File: src/rtl/afc_pkg.sv
package afc_pkg;
  typedef enum logic [1:0] {
    HYST_NEXT  = 2'd0,
    HYST_GAP1  = 2'd1,
    HYST_GAP2  = 2'd2,
    HYST_GAP3  = 2'd3
  } hyst_e;
endpackage

File: src/rtl/afc_rts_hyst.sv
module afc_rts_hyst
  import afc_pkg::*;
#(
  parameter int FILL_W    = 7,
  parameter int HYST_STEP = 4
) (
  input  logic              clk,
  input  logic              rst_n,
  input  logic [FILL_W-1:0] rx_fill,
  input  logic [FILL_W-1:0] rx_trig,
  input  logic [1:0]        hyst_sel,
  input  logic              auto_en,
  input  logic              sw_req,
  output logic              rts_n,
  output logic              rts_evt
);
  logic [FILL_W-1:0] gap;
  logic [FILL_W-1:0] release_pt;
  logic              pause_q, pause_d;
  logic              rts_n_d;

  always_comb begin
    case (hyst_e'(hyst_sel))
      HYST_NEXT: gap = FILL_W'(1);
      HYST_GAP1: gap = FILL_W'(HYST_STEP);
      HYST_GAP2: gap = FILL_W'(HYST_STEP * 2);
      default:   gap = FILL_W'(HYST_STEP * 4);
    endcase
    release_pt = (rx_trig > gap) ? (rx_trig - gap) : '0;
  end

  // Trigger wins over release when both hold (trigger of zero).
  always_comb begin
    if (rx_fill >= rx_trig)
      pause_d = 1'b1;
    else if (rx_fill <= release_pt)
      pause_d = 1'b0;
    else
      pause_d = pause_q;
    rts_n_d = auto_en ? pause_d : ~sw_req;
  end

  assign rts_evt = auto_en & (rts_n_d != rts_n);

  always_ff @(posedge clk or negedge rst_n) begin
    if (!rst_n) begin
      pause_q <= 1'b0;
      rts_n   <= 1'b1;
    end else begin
      pause_q <= pause_d;
      rts_n   <= rts_n_d;
    end
  end
endmodule

File: src/rtl/afc_cts_gate.sv
module afc_cts_gate (
  input  logic clk,
  input  logic rst_n,
  input  logic cts_n,
  input  logic auto_en,
  input  logic char_done,
  output logic tx_permit,
  output logic cts_evt
);
  logic cts_q;

  assign cts_evt = auto_en & (cts_n != cts_q);

  always_ff @(posedge clk or negedge rst_n) begin
    if (!rst_n) begin
      cts_q     <= 1'b1;
      tx_permit <= 1'b1;
    end else begin
      cts_q <= cts_n;
      if (!auto_en)
        tx_permit <= 1'b1;
      else if (char_done)
        tx_permit <= ~cts_n;
    end
  end
endmodule

File: src/rtl/afc_event_irq.sv
module afc_event_irq #(
  parameter int N_SRC = 2
) (
  input  logic             clk,
  input  logic             rst_n,
  input  logic [N_SRC-1:0] src_evt,
  input  logic             irq_en,
  input  logic             irq_ack,
  output logic             irq
);
  logic pend_q;
  logic any_evt;

  assign any_evt = |src_evt;

  always_ff @(posedge clk or negedge rst_n) begin
    if (!rst_n)
      pend_q <= 1'b0;
    else if (any_evt)
      pend_q <= 1'b1;
    else if (irq_ack)
      pend_q <= 1'b0;
  end

  assign irq = pend_q & irq_en;
endmodule

File: src/rtl/afc_flow_ctrl.sv
module afc_flow_ctrl #(
  parameter int FIFO_DEPTH = 64,
  parameter int HYST_STEP  = 4,
  localparam int FILL_W    = $clog2(FIFO_DEPTH + 1)
) (
  input  logic              clk,
  input  logic              rst_n,
  input  logic [FILL_W-1:0] rx_fill,
  input  logic [FILL_W-1:0] rx_trig,
  input  logic [1:0]        hyst_sel,
  input  logic              auto_rts_en,
  input  logic              auto_cts_en,
  input  logic              rts_sw_req,
  input  logic              cts_n,
  input  logic              char_done,
  input  logic              msr_irq_en,
  input  logic              msr_irq_ack,
  output logic              rts_n,
  output logic              tx_permit,
  output logic              msr_irq
);
  logic rts_evt, cts_evt;

  afc_rts_hyst #(.FILL_W(FILL_W), .HYST_STEP(HYST_STEP)) rts_i (
    .clk(clk), .rst_n(rst_n), .rx_fill(rx_fill), .rx_trig(rx_trig),
    .hyst_sel(hyst_sel), .auto_en(auto_rts_en), .sw_req(rts_sw_req),
    .rts_n(rts_n), .rts_evt(rts_evt)
  );

  afc_cts_gate cts_i (
    .clk(clk), .rst_n(rst_n), .cts_n(cts_n), .auto_en(auto_cts_en),
    .char_done(char_done), .tx_permit(tx_permit), .cts_evt(cts_evt)
  );

  afc_event_irq #(.N_SRC(2)) irq_i (
    .clk(clk), .rst_n(rst_n), .src_evt({cts_evt, rts_evt}),
    .irq_en(msr_irq_en), .irq_ack(msr_irq_ack), .irq(msr_irq)
  );
endmodule

File: config.mk
export PLATFORM = sky130hd
export DESIGN_NAME = afc_flow_ctrl
export DESIGN_NICKNAME = d
export VERILOG_FILES = /design/src/rtl/afc_pkg.sv /design/src/rtl/afc_rts_hyst.sv /design/src/rtl/afc_cts_gate.sv /design/src/rtl/afc_event_irq.sv /design/src/rtl/afc_flow_ctrl.sv
export SDC_FILE = /design/constraint.sdc
export NUM_CORES = 1
export LEC_CHECK = 0
export BUFFER_PORTS_ARGS = -buffer_cell sky130_fd_sc_hd__buf_4
export CAP_MARGIN = 20
export CORE_MARGIN = 2
export CORE_UTILIZATION = 53
export CTS_CLUSTER_DIAMETER = 80
export DETAILED_ROUTE_END_ITERATION = 7
export PLACE_DENSITY = 0.87
export SLEW_MARGIN = 25
export SYNTH_ARGS = -nofsm -noshare
export SYNTH_HDL_FRONTEND = slang
export SYNTH_HIERARCHICAL = 1
export SYNTH_SLANG_ARGS = --single-unit
File: constraint.sdc
create_clock -name clk -period 1.8 [get_ports clk]
set_input_delay 0.27 -clock clk [delete_from_list [all_inputs] [get_ports clk]]
set_output_delay 0.27 -clock clk [all_outputs]
set_load 0.01 [all_outputs]
==> impl_results.md <==
* Result of the run: finished, violations left
* Violations in the final reports: negative setup slack
* Global-route wire length before repair at 3719 um
* Max-slew violation total from the final report at 0
* Internal at about 450 uW
* Worst path required time at around 2 ns
* Path type of the worst setup path: in2reg
* Crit path capture type: flip-flop
* Dominant synthesized flop cell: sky130_fd_sc_hd__dfstp_2
* Unrepaired setup endpoints after global routing: yes
* Die outline width at 43.29 um
* Antenna violation net count after detailed routing at 0
* Portion of synthesized cell area occupied by the leading cell type at 0.2905
* Routed wire length at a little over 3000 um
* Complex-gate fraction of the synthesized area at 0.1881
* Maximum clock frequency at 0.3674 GHz
* Largest area contributor in the synthesized netlist: sky130_fd_sc_hd__ha_1
* Highest routed layer: met4
* CTS tree: yes
* Clock buffers created by TritonCTS at 3
* Count of cell types in the netlist at 33
* Post-route setup TNS at -2.505 ns
* Net Switching at 252.7 uW
* Num ports at 28
* Initial antenna violation count at 0
* Leakage component of the power at just under 0.7 nW
* Initial DRC Count at 31
* Routed wire length on met3 at 124 um
* Largest driver fanout on the critical path at 4
* Number of H-tree levels at 1
* Core area at approximately 0.0015 mm2
* Count of filler cells inserted in the layout at between 50 and 60
* Power per unit of standard cell area at 514.4 mW/mm2
* Most common cell after layout, fill and taps aside: sky130_fd_sc_hd__buf_4
* Placer's final routability congestion estimate at about 0.89
* Post-synthesis share of cell area spent on xor and xnor gates at 0.04281
* Die ar. at between 0.0015 and 0.002 mm2
* Aggregate global routing overflow at 0
* Dominant cells by area after synthesis: sky130_fd_sc_hd__ha_1 (29%), sky130_fd_sc_hd__dfstp_2 (9.6%), sky130_fd_sc_hd__dfrtp_1 (6.1%)
* Met1 wire length at around 1100 um
* Antenna fix cells at 0
* Simple-gate share of the synthesized area at 0.2248
* Port buffer count at 27
* DR DRC count at 0
* Peak supply drop at 492.0 uV
* Worst slack on hold paths at 0.1580 ns
* Bufs on Longest Clock Path at 2
* Die outline height at ~43 um
* Share of layout cells above drive strength 1 at 0.4966
* Average instance area after synthesis at slightly above 8 um2
* Post-Place Setup Slack at -1.170 ns
* Combinational family with the most area after synthesis: adder cells
* Met2 wire len at ~1600 um
* Post-layout worst setup margin at -0.9215 ns
* Final critical delay including setup and external delays at 2.721 ns
* WL/cell at around 19 um
* Final Hold Viols at 0
* Seq pwr share at 0.207
* Fraction of registers with async set or reset after synthesis at 1.000
* Switching part of the total at 0.3612
* Number of detailed-routing iterations run before antenna repair at 4
* Multiplexer area fraction after synthesis at 0.03670
* Post-synth design cell area at about 820 um2
* Synthesized netlist net count at between 100 and 150
* Number of enable-type register cells in the synthesized netlist at 0
* Fin area at approximately 0.0014 mm2
* Area growth from synthesis to layout at 66.21%
* Mapped Cells at between 90 and 100
* Worst hold-check path type: in2reg
* Register clock-pin slew on the reported worst setup and hold paths at approximately 0.040 ns
* Combinational share of power at 0.611
* Commonest non-fill, non-tap cells in the layout: sky130_fd_sc_hd__buf_4 (41), sky130_fd_sc_hd__ha_1 (13), sky130_fd_sc_hd__inv_1 (11)
* Post-Route Skew at 0.00007069 ns
* Total via count after detailed routing at around 970
* Total instance count after detailed placement at 157
* Yosys warnings at 6
* Arithmetic-cell share of the synthesized area counting full adders, half adders and majority gates at 0.2905
* Setup violators final at 3
* Category of the worst setup path launch point: input pin
* Data arrival time at the worst-slack endpoint at a little under 3 ns
* Seq/Total Area, Yosys at 0.1575
* Number of sinks driven by the clock tree at 5
* Via/cell ratio at approximately 6
* Initial cell density of the core at 0.5561
* Clock power share at 0.182
* Worst rel slew slack at 0.7869
* All-Layer GR Usage at 0.2672
* Period utilization at 1.512
* Final cell utilization of the core at 0.9243
* Synthesis-stage register bit count at 5
* Tightest Pin Transition at ~0.32 ns
* DP HPWL at around 1900 um
* Maximum number of pins on one net before global-route repair at 6
* Num rows at 14
* Max capacitance violation total at 0
* Number of global-route vias before repair at between 900 and 1000
* Placed cell areas at roughly 0.0012 mm2
* Insertion delay of the later-clocked pin in the worst-skew pair at 0.24 ns
* Final Total Pwr at ~700 uW
* Clock Root Buffer: sky130_fd_sc_hd__clkbuf_4
* Final-stage net count at 192
* Number of standard cells in the final layout excluding fillers at between 150 and 200
## synthesized netlist by cell type (3+ instances only)
master	count
sky130_fd_sc_hd__inv_1	13
sky130_fd_sc_hd__ha_1	19
sky130_fd_sc_hd__mux2i_1	3
sky130_fd_sc_hd__nand2b_1	6
sky130_fd_sc_hd__o21ai_0	5
sky130_fd_sc_hd__a21oi_1	6
sky130_fd_sc_hd__dfstp_2	3
sky130_fd_sc_hd__xnor2_1	3
sky130_fd_sc_hd__nand2_1	3
sky130_fd_sc_hd__nand3_1	5
sky130_fd_sc_hd__nor2_1	5
## power groups by stage
| stage | Combinational (mW) | Sequential [mW] | Clock, mW |
|---|---|---|---|
| after detailed placement | 0.345 | 0.146 | 0 |
| after global routing | 0.462 | 0.146 | 0.135 |
| after floorplan | 0.195 | 0.146 | 0 |
| final | 0.428 | 0.145 | 0.127 |
| after global placement | 0.324 | 0.145 | 0 |
| after CTS | 0.370 | 0.145 | 0.133 |
## area by class of cell
type                       count  area, um2  share of cell area
multi-input combinational     81      792.0              0.5823
timing repair buffer          44      344.1              0.2530
sequential                     5      128.9             0.09476
inverter                      13      48.80             0.03588
clock buffer                   4      26.28             0.01932
tap                           16      20.02             0.01472
## flip-flops by register name, indices dropped and copies added, names as in the netlist
name / count
irq_i/pend_q: 1
cts_i/cts_q: 1
rts_i/rts_n: 1
rts_i/pause_q: 1
cts_i/tx_permit: 1
## kinds of logic (layout without fill, tap and decap cells)
kind of cell | count (synthesis) | after routing
flops | 5 | 5
mux | 3 | 3
compound gates | 24 | 24
buf+inv | 13 | 61
fa+ha+maj | 19 | 19
xor+xnor | 4 | 4
simple gates | 31 | 31
## worst max-delay path, stage by stage
cell and delay (ns):
sky130_fd_sc_hd__buf_4 0.13, sky130_fd_sc_hd__nand2_1 0.09, sky130_fd_sc_hd__ha_2 0.35, sky130_fd_sc_hd__nand4b_1 0.13, sky130_fd_sc_hd__nor3_2 0.28, sky130_fd_sc_hd__nand2_1 0.17
sky130_fd_sc_hd__nand3_1 0.16, sky130_fd_sc_hd__ha_1 0.26, sky130_fd_sc_hd__a211oi_1 0.26, sky130_fd_sc_hd__o21ai_0 0.13, sky130_fd_sc_hd__o22a_1 0.18, sky130_fd_sc_hd__a21oi_2 0.14
sky130_fd_sc_hd__mux2i_1 0.20, sky130_fd_sc_hd__nor2_1 0.06, sky130_fd_sc_hd__o21ai_1 0.07
## path summary, 6_finish.rpt
| path | start | to | slack [ns] | depth (start not counted) |
|---|---|---|---|---|
| max in group asynchronous | rst_n | rts_i/rts_n$_DFF_PN1_ | 1.22 | 2 |
| min reg2reg | irq_i/pend_q$_DFFE_PN0P_ | irq_i/pend_q$_DFFE_PN0P_ | 0.53 | 2 |
| min | cts_n | cts_i/cts_q$_DFF_PN1_ | 0.16 | 1 |
| min in group asynchronous | rst_n | irq_i/pend_q$_DFFE_PN0P_ | 0.38 | 2 |
| max | hyst_sel[0] | irq_i/pend_q$_DFFE_PN0P_ | -0.92 | 15 |
| max reg2reg | rts_i/pause_q$_DFF_PN0_ | irq_i/pend_q$_DFFE_PN0P_ | 0.58 | 6 |
## per-layer routing
layer  track usage  vias up
li1              -      448
met3      0.008511       16
met5             0        -
met1        0.2474      468
met2        0.5582       40
met4        0.1394        0
## repair_timing
action | 4_1_cts | 5_1_grt
gates resized for setup | 11 | 14
hold buffers | 1 | 0
setup endpoints to repair | 3 | 3
setup buffers | 0 | 1
cloned | 0 | 0
pin swaps | 8 | 10
hold endpoints to repair | 5 | 0
Note: power is estimated with default switching activity, not from simulation.
